===== src/rtl/secs_ctr_pkg.sv =====
package secs_ctr_pkg;
  localparam int DW     = 8;
  localparam int AW     = 8;
  localparam int NBYTES = 4;

  localparam logic [7:0] OFS_IDENT   = 8'h05;
  localparam logic [7:0] OFS_WR_BASE = 8'h40;
  localparam logic [7:0] OFS_CTRL    = 8'h46;
  localparam logic [7:0] OFS_RD_BASE = 8'h48;

  localparam logic [7:0] IDENT_VALUE = 8'h01;
  localparam logic [7:0] CTRL_RESET  = 8'h80;
  localparam int         RUN_BIT     = 7;

  typedef enum logic [1:0] {
    SRC_ZERO  = 2'd0,
    SRC_IDENT = 2'd1,
    SRC_CTRL  = 2'd2,
    SRC_COUNT = 2'd3
  } rd_src_e;
endpackage


===== src/rtl/secs_ctr_decode.sv =====
module secs_ctr_decode
  import secs_ctr_pkg::*;
#(
  parameter int N_BYTES = NBYTES,
  parameter int A_W     = AW,
  localparam int IDX_W  = (N_BYTES > 1) ? $clog2(N_BYTES) : 1
) (
  input  logic [A_W-1:0]     addr,
  input  logic               wr_en,
  output logic [N_BYTES-1:0] byte_we,
  output logic               ctrl_we,
  output rd_src_e            rd_src,
  output logic [IDX_W-1:0]   rd_idx
);
  for (genvar i = 0; i < N_BYTES; i++) begin : g_wsel
    assign byte_we[i] = wr_en && (addr == A_W'(int'(OFS_WR_BASE) + i));
  end

  assign ctrl_we = wr_en && (addr == A_W'(OFS_CTRL));

  always_comb begin
    rd_src = SRC_ZERO;
    rd_idx = '0;
    if (addr == A_W'(OFS_IDENT)) rd_src = SRC_IDENT;
    if (addr == A_W'(OFS_CTRL))  rd_src = SRC_CTRL;
    for (int i = 0; i < N_BYTES; i++) begin
      if (addr == A_W'(int'(OFS_RD_BASE) + i)) begin
        rd_src = SRC_COUNT;
        rd_idx = IDX_W'(i);
      end
    end
  end
endmodule


===== src/rtl/secs_ctr_core.sv =====
module secs_ctr_core
  import secs_ctr_pkg::*;
#(
  parameter int N_BYTES = NBYTES,
  localparam int CW     = N_BYTES * DW
) (
  input  logic               clk,
  input  logic               rst,
  input  logic               inc,
  input  logic [N_BYTES-1:0] byte_we,
  input  logic [DW-1:0]      wr_data,
  output logic [CW-1:0]      count
);
  // cy[i] is the carry into byte i, derived from pre-edge values only,
  // so a byte written this cycle still passes its old carry upward.
  logic [N_BYTES:0] cy;
  assign cy[0] = inc;

  for (genvar i = 0; i < N_BYTES; i++) begin : g_byte
    logic [DW-1:0] q;

    always_ff @(posedge clk) begin
      if (rst)             q <= '0;
      else if (byte_we[i]) q <= wr_data;
      else if (cy[i])      q <= q + 1'b1;
    end

    assign cy[i+1]           = cy[i] & (&q);
    assign count[i*DW +: DW] = q;
  end
endmodule


===== src/rtl/secs_ctr_rdport.sv =====
module secs_ctr_rdport
  import secs_ctr_pkg::*;
#(
  parameter int N_BYTES = NBYTES,
  localparam int IDX_W  = (N_BYTES > 1) ? $clog2(N_BYTES) : 1,
  localparam int CW     = N_BYTES * DW
) (
  input  logic             clk,
  input  logic             rst,
  input  rd_src_e          rd_src,
  input  logic [IDX_W-1:0] rd_idx,
  input  logic [CW-1:0]    count,
  input  logic [DW-1:0]    ctrl,
  output logic [DW-1:0]    rd_data
);
  logic [DW-1:0] sel_byte;
  logic [DW-1:0] nxt;

  always_comb begin
    sel_byte = '0;
    for (int i = 0; i < N_BYTES; i++) begin
      if (rd_idx == IDX_W'(i)) sel_byte = count[i*DW +: DW];
    end
  end

  always_comb begin
    unique case (rd_src)
      SRC_IDENT: nxt = IDENT_VALUE;
      SRC_CTRL:  nxt = ctrl;
      SRC_COUNT: nxt = sel_byte;
      default:   nxt = '0;
    endcase
  end

  always_ff @(posedge clk) begin
    if (rst) rd_data <= '0;
    else     rd_data <= nxt;
  end
endmodule


===== src/rtl/secs_ctr_periph.sv =====
module secs_ctr_periph
  import secs_ctr_pkg::*;
#(
  parameter int N_BYTES = NBYTES,
  parameter int A_W     = AW,
  localparam int IDX_W  = (N_BYTES > 1) ? $clog2(N_BYTES) : 1,
  localparam int CW     = N_BYTES * DW
) (
  input  logic           clk,
  input  logic           rst,
  input  logic           tick,
  input  logic [A_W-1:0] addr,
  input  logic           wr_en,
  input  logic [DW-1:0]  wr_data,
  output logic [DW-1:0]  rd_data
);
  logic [N_BYTES-1:0] byte_we;
  logic               ctrl_we;
  rd_src_e            rd_src;
  logic [IDX_W-1:0]   rd_idx;
  logic [DW-1:0]      ctrl_q;
  logic [CW-1:0]      count_q;
  logic               inc;

  secs_ctr_decode #(.N_BYTES(N_BYTES), .A_W(A_W)) u_dec (
    .addr    (addr),
    .wr_en   (wr_en),
    .byte_we (byte_we),
    .ctrl_we (ctrl_we),
    .rd_src  (rd_src),
    .rd_idx  (rd_idx)
  );

  always_ff @(posedge clk) begin
    if (rst)          ctrl_q <= CTRL_RESET;
    else if (ctrl_we) ctrl_q <= wr_data;
  end

  assign inc = tick & ctrl_q[RUN_BIT];

  secs_ctr_core #(.N_BYTES(N_BYTES)) u_core (
    .clk     (clk),
    .rst     (rst),
    .inc     (inc),
    .byte_we (byte_we),
    .wr_data (wr_data),
    .count   (count_q)
  );

  secs_ctr_rdport #(.N_BYTES(N_BYTES)) u_rd (
    .clk     (clk),
    .rst     (rst),
    .rd_src  (rd_src),
    .rd_idx  (rd_idx),
    .count   (count_q),
    .ctrl    (ctrl_q),
    .rd_data (rd_data)
  );
endmodule


===== config.mk =====
export PLATFORM = sky130hd
export DESIGN_NAME = secs_ctr_periph
export DESIGN_NICKNAME = d
export VERILOG_FILES = /design/src/rtl/secs_ctr_pkg.sv /design/src/rtl/secs_ctr_decode.sv /design/src/rtl/secs_ctr_core.sv /design/src/rtl/secs_ctr_rdport.sv /design/src/rtl/secs_ctr_periph.sv
export SDC_FILE = /design/constraint.sdc
export NUM_CORES = 1
export LEC_CHECK = 0
export BUFFER_PORTS_ARGS = -buffer_cell sky130_fd_sc_hd__buf_2
export CAP_MARGIN = 20
export CORE_ASPECT_RATIO = 0.6
export CORE_MARGIN = 3
export CORE_UTILIZATION = 63
export CTS_CLUSTER_DIAMETER = 40
export CTS_CLUSTER_SIZE = 8
export DETAILED_ROUTE_END_ITERATION = 16
export PLACE_DENSITY = 0.84
export SYNTH_ARGS = -nofsm -noshare
export SYNTH_HDL_FRONTEND = slang
export SYNTH_HIERARCHICAL = 1
export SYNTH_SLANG_ARGS = --single-unit

===== constraint.sdc =====
create_clock -name clk -period 3.9 [get_ports clk]
set_input_delay 0.78 -clock clk [delete_from_list [all_inputs] [get_ports clk]]
set_output_delay 0.78 -clock clk [all_outputs]
set_load 0.01 [all_outputs]

==> impl_metrics.toml <==
[cts]
clockBufferDepth = 2
cts_tree = "done"
clk_pin_slew_worst_paths_ns = 0.09
clkSinkCount = 48
cts-root-buf = "clkbuf_8"
cts_htree_levels = 2
insertion_delay_ns = 0.31
post_cts_buffers = 0
cts_resized = 0
cts_buffers = 5
ctsHoldBuffers = 0

[sta]
hold_viol = 0
max_slew_margin_pct = 28.13
grt_setup_unrepaired = "no"
final_max_slew_viol_count = 0
finClkSkew_ns = 0.007295
min_period_ns = 2.690
post-route-period-util_pct = 68.96
fmax_mhz = 371.8
tightest_slew_ns = 1.074
setup_viol = 0
finalSetupTns_ns = 0

[synthesis]
synth_edf_count = 0
netlist-cell-type-count = 54
synth_compound_area_share_pct = 19.87
yosysTopAreaCellShare_pct = 34.52
ys_top_cells_by_area = "dfxtp_1 35%, mux4_2 6.5%, nor2_1 4.4%"
seq_area_frac_synth_pct = 34.52
synth-main-ff-cell = "dfxtp_1"
postSynthAreaPerCell_um2 = 9.039
synth_area_mm2 = 0.002784
syn-num-nets = 332
synth_simple_gate_area_share_pct = 24.76
synthXorXnorAreaFrac_pct = 3.775
synth-async-reset-ratio_pct = 0
muxShareOfSynthArea_pct = 9.348
synth_seq_cells = 48
synthAdderAreaFrac_pct = 1.798
yosys.area.top_type = "dfxtp_1"
synth_top_family_by_area = "simple AND/OR/NAND/NOR gates"
synth_cells = 308
yosys_warnings = 6

[critical_path]
end_kind = "flip-flop"
critPathRequiredTime_ns = 4.15
cpPeakStageDelay_ns = 0.78
crit_type = "primary input to flip-flop"
reg2reg_depth = 4
worstPathMaxFanout = 10
start_kind = "primary input"
path_cells = "buf_2, or4b_4, a21oi_1, and3b_1, a32o_1"
crit_slowest_cell = "a21oi_1"
critPathArrivalTime_ns = 2.94

[final_layout]
final_core_util_pct = 72.61
fillers = 329
drive_above_1_share_pct = 16.72
final_common_cell = "dfxtp_1"
finalNetCount = 352
area_growth_pct = 9.259
final_cell_mix = "48 x dfxtp_1, 33 x nor2_1, 27 x buf_2, 16 x inv_1, 16 x nand2_1"
antenna_cells = 0

[grt]
antenna_found_initial = 0
grt_pass1_vias = 2417
grt_usage_pct = 30.78
grt_start_max_net_pins = 43
grt_pass1_wl_mm = 12.63
grt_overflow = 0

[placement]
dpl.hpwl_mm = 5.851
io_buffers = 27
place_congestion = 0.9267

[min_path]
hold_depth = 2
holdCritPathClass = "flip-flop to flip-flop"

[job]
maxCapViolations = 0

[power]
power_leakage_nw = 1.107
power_uw = 924.9
power_density_mw_per_mm2 = 304.1
worst_ir_drop_vdd_mv = 0.2660

[routing]
vias = 2714
drt_iter0_drc = 360
routed_via_density = 6.977
drt_wl_total_mm = 7.887
firstDrtPassIters = 7
detail_route.drc_violations = 0
wire_per_inst_um = 20.28
drtAntennaViolNets = 0

[floorplan]
start_util_pct = 66.46
ios = 28
die_area_mm2 = 0.005279
core_mm2 = 0.004189
rows = 18
die_w_um = 91.82
die_h_um = 57.49

[outcome]
outcome = "complete, no violations"
[worst max-delay path: cells and delay by family]
kind | cells | cell delay, ns
AO/OA/AOI/OAI | 2 | 0.99
buffers and inverters | 1 | 0.12
AND/OR/NAND/NOR | 2 | 1.05
[power by group]
group / internal, mW / switching (mW) / total [mW]
clock: 0.193 / 0.175 / 0.368
sequential: 0.493 / 0.00435 / 0.497
combinational: 0.0228 / 0.0368 / 0.0595
[final cells by class]
class                      instances  area [um^2]  area share, %
clock inverter                     3        46.29          1.522
timing repair buffer              32        172.7          5.677
tap                               60        75.07          2.468
clock buffer                       5        68.82          2.262
sequential                        48        960.9          31.59
multi-input combinational        225         1658          54.50
inverter                          16        60.06          1.974
[state kept, by name, indices dropped and copies added (netlist names)]
| signal | count |
|---|---|
| u_rd/rd_data | 8 |
| u_core/g_byte.q | 32 |
| ctrl_q | 8 |
[metrics by stage]
| stage | instance area [um^2] | worst slack [ns] | hold slack (ns) | cells |
|---|---|---|---|---|
| 6_report | 3042 | 1.210 | 0.5006 | 389 |
| 5_1_grt | 3042 | 1.112 | 0.5424 | 389 |
| 4_1_cts | 3042 | 1.239 | 0.5025 | 389 |
| 3_5_place_dp | 2927 | 0.9087 | 0.4758 | 381 |
| 3_3_place_gp | 2927 | 0.9561 | 0.4690 | 381 |
| 2_1_floorplan | 2784 | 1.301 | 0.4520 | 308 |
[layer usage]
metal / vias up / global-route usage (%) / routed length, um
li1: 1204 / - / -
met1: 1259 / 44.20 / 3349
met2: 211 / 43.41 / 3134
met3: 40 / 9.486 / 1083
met4: 0 / 11.84 / 320
met5: - / 0 / 0
[kinds of logic (layout without fill, tap and decap cells)]
| group | after synthesis | count (layout) |
|---|---|---|
| flip-flops | 48 | 48 |
| adder cells (fa/ha/maj) | 4 | 4 |
| multiplexers | 16 | 16 |
| XOR/XNOR | 12 | 12 |
| AO/OA/AOI/OAI | 72 | 72 |
| buffers and inverters | 35 | 56 |
| AND/OR/NAND/NOR | 121 | 121 |
[path summary, 6_finish.rpt]
| path | start | endpoint | slack [ns] |
|---|---|---|---|
| worst max-delay path | addr[5] | u_rd/rd_data[4] | 1.21 |
| worst min-delay path | ctrl_q[5] | ctrl_q[5] | 0.50 |
| worst max register to register | u_core/g_byte[0].q[3] | u_core/g_byte[3].q[6] | 1.32 |
| worst min register to register | ctrl_q[5] | ctrl_q[5] | 0.50 |
[synthesized netlist by cell type (5+ instances only)]
| master | n |
|---|---|
| a2111oi_0 | 5 |
| a211oi_1 | 11 |
| a21o_1 | 9 |
| a21oi_1 | 7 |
| a311oi_1 | 9 |
| a31oi_1 | 5 |
| a32o_1 | 7 |
| and4_1 | 5 |
| clkbuf_1 | 12 |
| dfxtp_1 | 48 |
| inv_1 | 16 |
| mux2i_1 | 8 |
| mux4_2 | 8 |
| nand2_1 | 16 |
| nand3_1 | 8 |
| nand4_1 | 7 |
| nor2_1 | 33 |
| nor2b_1 | 12 |
| nor4_1 | 8 |
| o21ai_0 | 6 |
| or3_1 | 5 |
| xnor2_1 | 8 |
Note: power is estimated with default switching activity, not from simulation.
